--- src/rtl/rxdrop_pkg.sv ---
package rxdrop_pkg;

    typedef enum logic [1:0] {
        SEL_NONE = 2'd0,
        SEL_CNT  = 2'd1,
        SEL_CTRL = 2'd2
    } reg_sel_e;

    function automatic reg_sel_e decode_sel(
        input logic [7:0] addr,
        input logic [7:0] cnt_addr,
        input logic [7:0] ctrl_addr
    );
        if (addr == cnt_addr)       return SEL_CNT;
        else if (addr == ctrl_addr) return SEL_CTRL;
        else                        return SEL_NONE;
    endfunction

endpackage

--- src/rtl/rxdrop_counter.sv ---
module rxdrop_counter #(
    parameter int CNT_W = 16
) (
    input  logic             clk_i,
    input  logic             rst_ni,
    input  logic             clr_i,
    input  logic             inc_i,
    output logic [CNT_W-1:0] cnt_o
);
    localparam logic [CNT_W-1:0] CNT_MAX = {CNT_W{1'b1}};
    localparam logic [CNT_W-1:0] CNT_ONE = CNT_W'(1);

    typedef struct packed {
        logic [CNT_W-1:0] cnt;
    } cnt_state_t;

    cnt_state_t st_d, st_q;

    always_comb begin
        st_d = st_q;
        if (clr_i) begin
            // the read has already sampled the old value; a simultaneous drop survives
            st_d.cnt = inc_i ? CNT_ONE : '0;
        end else if (inc_i && (st_q.cnt != CNT_MAX)) begin
            st_d.cnt = st_q.cnt + CNT_ONE;
        end
    end

    always_ff @(posedge clk_i or negedge rst_ni) begin
        if (!rst_ni) st_q <= '0;
        else         st_q <= st_d;
    end

    assign cnt_o = st_q.cnt;
endmodule

--- src/rtl/rxdrop_ctrl_reg.sv ---
module rxdrop_ctrl_reg #(
    parameter int NUM_FLAGS = 2
) (
    input  logic                 clk_i,
    input  logic                 rst_ni,
    input  logic                 we_i,
    input  logic [NUM_FLAGS-1:0] wdata_i,
    output logic [NUM_FLAGS-1:0] ctrl_o
);
    typedef struct packed {
        logic [NUM_FLAGS-1:0] mask;
    } ctrl_state_t;

    ctrl_state_t st_d, st_q;

    always_comb begin
        st_d = st_q;
        if (we_i) st_d.mask = wdata_i;
    end

    always_ff @(posedge clk_i or negedge rst_ni) begin
        if (!rst_ni) st_q <= '0;
        else         st_q <= st_d;
    end

    assign ctrl_o = st_q.mask;
endmodule

--- src/rtl/rxdrop_stsmask.sv ---
module rxdrop_stsmask #(
    parameter int NUM_FLAGS = 2
) (
    input  logic [NUM_FLAGS-1:0] err_i,
    input  logic [NUM_FLAGS-1:0] ctrl_i,
    output logic [NUM_FLAGS-1:0] sts_o
);
    for (genvar g = 0; g < NUM_FLAGS; g++) begin : g_flag
        // control bit set means the descriptor reports no error for this flag
        assign sts_o[g] = err_i[g] & ~ctrl_i[g];
    end
endmodule

--- src/rtl/rxdrop_stat_top.sv ---
module rxdrop_stat_top
    import rxdrop_pkg::*;
#(
    parameter int         CNT_W     = 16,
    parameter int         DATA_W    = 32,
    parameter int         ADDR_W    = 8,
    parameter int         NUM_FLAGS = 2,
    parameter logic [7:0] CNT_ADDR  = 8'h00,
    parameter logic [7:0] CTRL_ADDR = 8'h04
) (
    input  logic                 clk_i,
    input  logic                 rst_ni,
    input  logic [ADDR_W-1:0]    addr_i,
    input  logic                 rd_en_i,
    input  logic                 wr_en_i,
    input  logic [DATA_W-1:0]    wdata_i,
    output logic [DATA_W-1:0]    rdata_o,
    input  logic                 drop_pulse_i,
    input  logic [NUM_FLAGS-1:0] err_flags_i,
    output logic [CNT_W-1:0]     miss_count_o,
    output logic [NUM_FLAGS-1:0] desc_sts_o
);
    localparam int CNT_PAD  = DATA_W - CNT_W;
    localparam int CTRL_PAD = DATA_W - NUM_FLAGS;

    reg_sel_e             sel;
    logic                 cnt_rd_hit;
    logic                 ctrl_wr_hit;
    logic [NUM_FLAGS-1:0] ctrl_bits;

    always_comb begin
        sel         = decode_sel(8'(addr_i), CNT_ADDR, CTRL_ADDR);
        cnt_rd_hit  = rd_en_i && (sel == SEL_CNT);
        ctrl_wr_hit = wr_en_i && (sel == SEL_CTRL);
    end

    rxdrop_counter #(.CNT_W(CNT_W)) u_counter (
        .clk_i  (clk_i),
        .rst_ni (rst_ni),
        .clr_i  (cnt_rd_hit),
        .inc_i  (drop_pulse_i),
        .cnt_o  (miss_count_o)
    );

    rxdrop_ctrl_reg #(.NUM_FLAGS(NUM_FLAGS)) u_ctrl (
        .clk_i   (clk_i),
        .rst_ni  (rst_ni),
        .we_i    (ctrl_wr_hit),
        .wdata_i (wdata_i[NUM_FLAGS-1:0]),
        .ctrl_o  (ctrl_bits)
    );

    rxdrop_stsmask #(.NUM_FLAGS(NUM_FLAGS)) u_mask (
        .err_i  (err_flags_i),
        .ctrl_i (ctrl_bits),
        .sts_o  (desc_sts_o)
    );

    always_comb begin
        rdata_o = '0;
        if (rd_en_i) begin
            unique case (sel)
                SEL_CNT:  rdata_o = {{CNT_PAD{1'b0}}, miss_count_o};
                SEL_CTRL: rdata_o = {{CTRL_PAD{1'b0}}, ctrl_bits};
                default:  rdata_o = '0;
            endcase
        end
    end
endmodule

--- config.mk ---
export PLATFORM = sky130hd
export DESIGN_NAME = rxdrop_stat_top
export DESIGN_NICKNAME = d
export VERILOG_FILES = /design/src/rtl/rxdrop_pkg.sv /design/src/rtl/rxdrop_counter.sv /design/src/rtl/rxdrop_ctrl_reg.sv /design/src/rtl/rxdrop_stsmask.sv /design/src/rtl/rxdrop_stat_top.sv
export SDC_FILE = /design/constraint.sdc
export NUM_CORES = 1
export LEC_CHECK = 0
export ABC_AREA = 1
export BUFFER_PORTS_ARGS = -buffer_cell sky130_fd_sc_hd__buf_4
export CELL_PAD_IN_SITES_DETAIL_PLACEMENT = 0
export CELL_PAD_IN_SITES_GLOBAL_PLACEMENT = 1
export CORE_MARGIN = 2
export CORE_UTILIZATION = 27
export DETAILED_ROUTE_END_ITERATION = 6
export GPL_TIMING_DRIVEN = 0
export HOLD_SLACK_MARGIN = 0.05
export PLACE_DENSITY_LB_ADDON = 0.08
export SYNTH_ARGS = -nofsm -noshare
export SYNTH_HDL_FRONTEND = slang
export SYNTH_SLANG_ARGS = --single-unit
--- constraint.sdc ---
create_clock -name clk_i -period 2.2 [get_ports clk_i]
set_clock_uncertainty 0.15 [all_clocks]
set_input_delay 0.44 -clock clk_i [delete_from_list [all_inputs] [get_ports clk_i]]
set_output_delay 0.44 -clock clk_i [all_outputs]
set_load 0.05 [all_outputs]
* Yosys cells after proc, flatten, opt, wreduce, memory -nomap -nowiden
Cells that the tools add are included.
** Word-level totals
- Register bits after elaboration :: 18
- Logic and storage cells :: 23
- Output and inout port bits :: 50
** Operators by class
- Bitwise operators :: 4
- Equal/unequal tests :: 4
- Add/subtract/negate cells :: 1
- Reduce and logical (&&, ||, !) cells :: 5
- Mux-type cells :: 7
** Operators with widths (count)
- 16-bit 2-to-1 mux :: 3
- 16-bit case mux with 2 select lines :: 1
- 16-bit by 1-bit adder with 16-bit output, second input constant :: 1
- 16-bit != test, second input constant :: 1
- 8-bit by 3-bit equality test with 1-bit output, second input constant :: 1
- 8-bit zero test :: 1
- 2-bit 2-to-1 mux :: 2
- 1-bit logical AND :: 3
- 1-bit bitwise AND :: 2
- 2-bit by 1-bit equality test with 1-bit output, second input constant :: 1
- 2-bit equality test, second input constant :: 1
- 1-bit NOT :: 2
- 2-bit nonzero test :: 1
- 1-bit 2-to-1 mux :: 1

* Logic depth before layout (Yosys ltp)
- Word-level depth :: 6
- Mapped depth :: 9
- Gate-level depth less buffers :: 9

* Modules after synthesis
Synthesis repeated with hierarchy kept, for this count alone.
** Unflattened totals
- Cell total of the unflattened synthesis :: 233
- Area total of the unflattened synthesis :: 1560.2 µm²
** By module, submodules not included
- rxdrop_counter :: sequential area each 400.4 µm², area each 1021.0 µm², times used 1, cells an instance 149
- rxdrop_stat_top :: sequential area each 0.0 µm², area each 442.9 µm², times used 1, cells an instance 71
- rxdrop_ctrl_reg :: sequential area each 50.0 µm², area each 76.3 µm², times used 1, cells an instance 9
- rxdrop_stsmask :: sequential area each 0.0 µm², area each 20.0 µm², times used 1, cells an instance 4

* Worst setup path after synthesis
OpenSTA, ideal clock, no wires.
- Path kind :: input-to-output
- From :: input addr_i[1]
- To :: output rdata_o[0]
- Buffers on the path :: 1
- Data arrival time :: 1.834 ns
- Path slack :: -0.224 ns
- Stages :: 5
- Path through :: or2_1 > nor2_1 > nand2_2 > buf_2 > o21ai_1
** Between the ends
- Longest elaborated chain between the ends :: 6
- Elaborated cells on any way between the ends :: 8
- Classes of those cells :: eq/ne: 3; mux: 4; reduce/logical: 1
** RTL lines
- start, declared :: RTL line rxdrop_stat_top.sv:13 : input logic [ADDR_W-1:0] addr_i,
- 8-bit by 3-bit equality test with 1-bit output :: RTL line rxdrop_pkg.sv:15 : else if (addr == ctrl_addr) return SEL_CTRL;
- 2-bit 2-to-1 mux :: RTL line rxdrop_pkg.sv:15
- 2-bit 2-to-1 mux (*) :: RTL line rxdrop_pkg.sv:14 : if (addr == cnt_addr) return SEL_CNT;
- 2-bit equality test or 2-bit by 1-bit equality test with 1-bit output (tied branches) :: RTL line rxdrop_stat_top.sv:62 : unique case (sel)
- 16-bit case mux with 2 select lines (*) :: RTL line rxdrop_stat_top.sv:62
- 16-bit 2-to-1 mux (*) :: RTL line rxdrop_stat_top.sv:61 : if (rd_en_i) begin
- end, declared :: RTL line rxdrop_stat_top.sv:17 : output logic [DATA_W-1:0] rdata_o,
Every way passes the cells marked *; elsewhere a longest branch is shown, timed or not.

* Worst setup path in the final report
Ends and elaborated chain as after synthesis.

==> results.txt <==
The run finished with clean final reports. For the wire length of the first global-routing pass, the log shows 6.85 mm. In the post-route analysis, the smallest setup slack over all paths is 38.6 ps.

STA classifies the critical path endpoint as a primary output. The number of synthesized flops with an enable pin works out to 0. The critical path is of the primary input to primary output type. The cell type contributing the most total cell area after synthesis is sky130_fd_sc_hd__dfrtp_1. The share of final-layout standard cells stronger than drive strength 1 is 34.0%. Minimum period implied by the final worst setup slack: 2160 ps. The run gives 1465 as the via count of the first global-routing pass. The placer's final routability congestion estimate is 0.761, and the initial standard-cell utilization of the core is 28.1%. The logs give 361 for the post-layout instance count excluding filler cells and 260 ps for the worst-skew pair later-pin latency. The tools report the end point of the worst hold path as u_ctrl.ctrl_o[1]$_DFFE_PN0P_. Worst hold path startpoint: wdata_i[1].

The average instance in the mapped netlist occupies 6.56 um2. For this run, design rule violations remaining after detail routing come to 0. The endpoint arrival time on the critical path is 1570 ps, and the sequential share of the synthesized area is 31.3%. Of the total power, the share spent switching nets is 46.8%. In this run the static leakage power is 1.16 nW. The routed length per placed instance is 11.4 um. The clock passes through at most 2 buffers. For this run, the total global-route usage over all layers was measured as 14.6%. Power density relative to cell area: 601 mW/mm2. The number of search-and-repair iterations in the first detailed-routing pass is 4.

The placed instance count is 354. The share of the clock period used by the worst path after layout is 98.2%, and the power spent charging and discharging nets is 595 uW. The area of the mapped netlist is 0.00144 mm2.

The worst register-to-register path begins at u_counter.cnt_o[1]$_DFFE_PN0P_. Of the total power, combinational logic draws 44.6%. Of the post-synthesis cell area, the dominant cell type holds 31.3%. In the final timing run, aggregate negative setup slack is 0 ps. After legalization and detailed placement, the total HPWL measured 3.13 mm.

The area growth from synthesis to layout is 47.2%. Number of cells traversed by the worst hold path: 3. The fraction of synthesis flops using an asynchronous set or reset pin was 100%; the maximum vdd drop was 0.237 mV. CTS sink count: 18. Depth of the most critical reg-to-reg path: 8.

The post-route total power came out at 1.27 mW. After the last flow step, the layout net total stands at 341. For the overall routed net length, the log shows 4.10 mm.

The largest net degree at the start of global routing was 19. The tool flagged a number of max-cap violations equal to 0. The logs give 0 for the post-detailed-route count of antenna-violating nets and 0.463 GHz for the maximum clock rate. The run gives 0 as the total congestion overflow after global routing. The worst-case register-to-register setup slack was 340 ps. The end of the worst register-to-register path was u_counter.cnt_o[14]$_DFFE_PN0P_. Ranked by total cell area, the synthesized netlist is headed by sky130_fd_sc_hd__dfrtp_1 (31%), sky130_fd_sc_hd__nand2_1 (16%), sky130_fd_sc_hd__nor2_1 (8.9%), sky130_fd_sc_hd__buf_4 (8.4%), sky130_fd_sc_hd__inv_1 (7.3%). The count of mapped cells out of synthesis was 219. The final-report hold violation count is 0. Share of total power in the clock network: 18.6%.

The region available for standard cell placement spans 0.00511 mm2. The Yosys step of the flow raised 0 warnings. The number of endpoints failing setup at the final stage is 0.

The most used flip-flop cell after synthesis is sky130_fd_sc_hd__dfrtp_1. The maximum level of the CTS H-tree is 1, and the count of port buffers added during placement is 50. The die is 77.0 um tall. The highest net fanout along the worst path came out at 10. The setup slack at placement was -196 ps. The repair_antennas step left the layout with diodes totalling 0.

After clock tree synthesis, the clock-pin slew on the worst setup and hold paths is 70 ps. 97 I/O pins were placed. The sequential share of power was 36.8%.

The clock tree root buffer cell is sky130_fd_sc_hd__clkbuf_8. The internal power of the cells came out at 676 uW. The distinct cell type count after synthesis was 25; the critical path data required time was 1610 ps. Sort of element at the start of the critical path: a primary input.

In this run, the number of DRC markers left after iteration 0 of detailed routing was 68. The number of clock buffers added by TritonCTS is 3. For this block, the via count after detailed routing is 1499.

TritonCTS built the clock tree. The width of the chip is 77.0 um. After floorplanning, the core was divided into 26 placement rows. After synthesis the netlist holds a flip-flop and latch count of 18. The tools report the floorplan die area as 0.00592 mm2. The tools report the number of antenna violations at the first check in global routing as 0. The worst hold-check path type is primary input to flop. The via count normalized by instance count is 4.15. The count of pins over their slew limit was 0.
-- power groups by stage --
stage / clock network (mW) / logic (mW) / registers (mW)
floorplan: 0 / 0.250 / 0.625
global placement: 0 / 0.565 / 0.475
detailed placement: 0 / 0.565 / 0.476
CTS: 0.250 / 0.569 / 0.469
global route: 0.266 / 0.615 / 0.481
finish: 0.237 / 0.567 / 0.468
-- layer usage --
layer	up-vias	track usage, %	wire (um)
met5	-	0	0
met4	0	3.93	58
met3	4	3.53	224
met2	47	24.7	1830
met1	660	18.4	1990
li1	788	-	-
-- cell type report --
class                      instances  area [um2]
buffer                            18         150
clock buffer                       3        41.3
fill                             576        2990
inverter                          29         109
multi-input combinational        169         843
sequential                        18         450
tap                               70        87.6
timing repair buffer              54         434
-- state kept, by name, indices dropped and copies added, names as in the netlist --
register,count
u_counter.cnt_o,16
u_ctrl.ctrl_o,2
-- cell usage after synthesis (3+ instances only) --
cell type	instances
sky130_fd_sc_hd__buf_4	16
sky130_fd_sc_hd__dfrtp_1	18
sky130_fd_sc_hd__inv_1	28
sky130_fd_sc_hd__nand2_1	62
sky130_fd_sc_hd__nand2_2	5
sky130_fd_sc_hd__nand3_1	18
sky130_fd_sc_hd__nand4_1	5
sky130_fd_sc_hd__nor2_1	34
sky130_fd_sc_hd__nor2_4	4
sky130_fd_sc_hd__o21ai_0	3
sky130_fd_sc_hd__o21ai_1	7
sky130_fd_sc_hd__xor2_1	6
-- layout by cell type (no fill, tap or decap) --
| cell type | Yosys | layout |
|---|---|---|
| sky130_fd_sc_hd__ha_1 | 1 | 1 |
| sky130_fd_sc_hd__o21ai_2 | 1 | 2 |
| sky130_fd_sc_hd__inv_2 | 1 | 1 |
| sky130_fd_sc_hd__xor2_1 | 6 | 6 |
| sky130_fd_sc_hd__or2_1 | 1 | 1 |
| sky130_fd_sc_hd__clkbuf_8 | 0 | 3 |
| sky130_fd_sc_hd__nand2_4 | 1 | 2 |
| sky130_fd_sc_hd__inv_1 | 28 | 28 |
| sky130_fd_sc_hd__nor3_1 | 1 | 1 |
| sky130_fd_sc_hd__nand2_1 | 62 | 62 |
| sky130_fd_sc_hd__o21ai_1 | 7 | 6 |
| sky130_fd_sc_hd__nand3_1 | 18 | 18 |
| sky130_fd_sc_hd__nor2_8 | 1 | 1 |
| sky130_fd_sc_hd__nand4_1 | 5 | 5 |
| sky130_fd_sc_hd__dfrtp_1 | 18 | 18 |
| sky130_fd_sc_hd__nor3_4 | 0 | 1 |
| sky130_fd_sc_hd__nand2_2 | 5 | 4 |
| sky130_fd_sc_hd__conb_1 | 1 | 16 |
| sky130_fd_sc_hd__nor2_4 | 4 | 4 |
| sky130_fd_sc_hd__a21oi_1 | 1 | 1 |
| sky130_fd_sc_hd__o21ai_0 | 3 | 3 |
| sky130_fd_sc_hd__buf_4 | 16 | 62 |
| sky130_fd_sc_hd__buf_8 | 0 | 2 |
| sky130_fd_sc_hd__nor2_1 | 34 | 25 |
| sky130_fd_sc_hd__nor2_2 | 1 | 10 |
| sky130_fd_sc_hd__buf_6 | 0 | 7 |
| sky130_fd_sc_hd__dlygate4sd3_1 | 0 | 1 |
-- how the worst max path moves through the flow --
stage,endpoint,start,slack [ps],cells after the start
2_1_floorplan,rdata_o[10],addr_i[1],-200,5
3_3_place_gp,rdata_o[9],addr_i[1],-200,7
3_5_place_dp,rdata_o[13],addr_i[1],-200,7
4_1_cts,rdata_o[0],addr_i[1],10,7
5_1_grt,rdata_o[6],addr_i[1],-40,7
6_report,rdata_o[0],addr_i[1],40,7
-- worst max-delay path, stage by stage --
cell                      delay (ps)
sky130_fd_sc_hd__buf_4           100
sky130_fd_sc_hd__or2_1           280
sky130_fd_sc_hd__nor2_2          160
sky130_fd_sc_hd__nand2_4         110
sky130_fd_sc_hd__buf_8           170
sky130_fd_sc_hd__o21ai_2         130
sky130_fd_sc_hd__buf_6           180
-- cells by family (layout without fill, tap and decap cells) --
family                   Yosys count  after routing  synth area share, %
AND/OR/NAND/NOR                  134            134                 42.9
buffers and inverters             47            104                 16.5
flip-flops                        18             18                 31.3
AO/OA/AOI/OAI                     12             12                 4.44
XOR/XNOR                           6              6                 3.66
adder cells (fa/ha/maj)            1              1                0.870
other                              1             16                0.261
-- stage by stage --
step	cell area (um2)	hold WS [ps]	util, %
after floorplan	1510	-5.59	-
final	2120	265	41.4
after detailed placement	1970	184	38.6
after global placement	1970	186	38.6
after CTS	2050	261	40.2
after global routing	2120	272	41.4
-- timing repair --
item / CTS / global route
setup buffers: 2 / 1
hold buffers: 1 / 0
hold endpoints to repair: 18 / 0
pin swaps: 1 / 2
resized for setup: 5 / 16
endpoints found under the setup margin: 15 / 16
No activity file was read; power rests on OpenSTA's default activity.
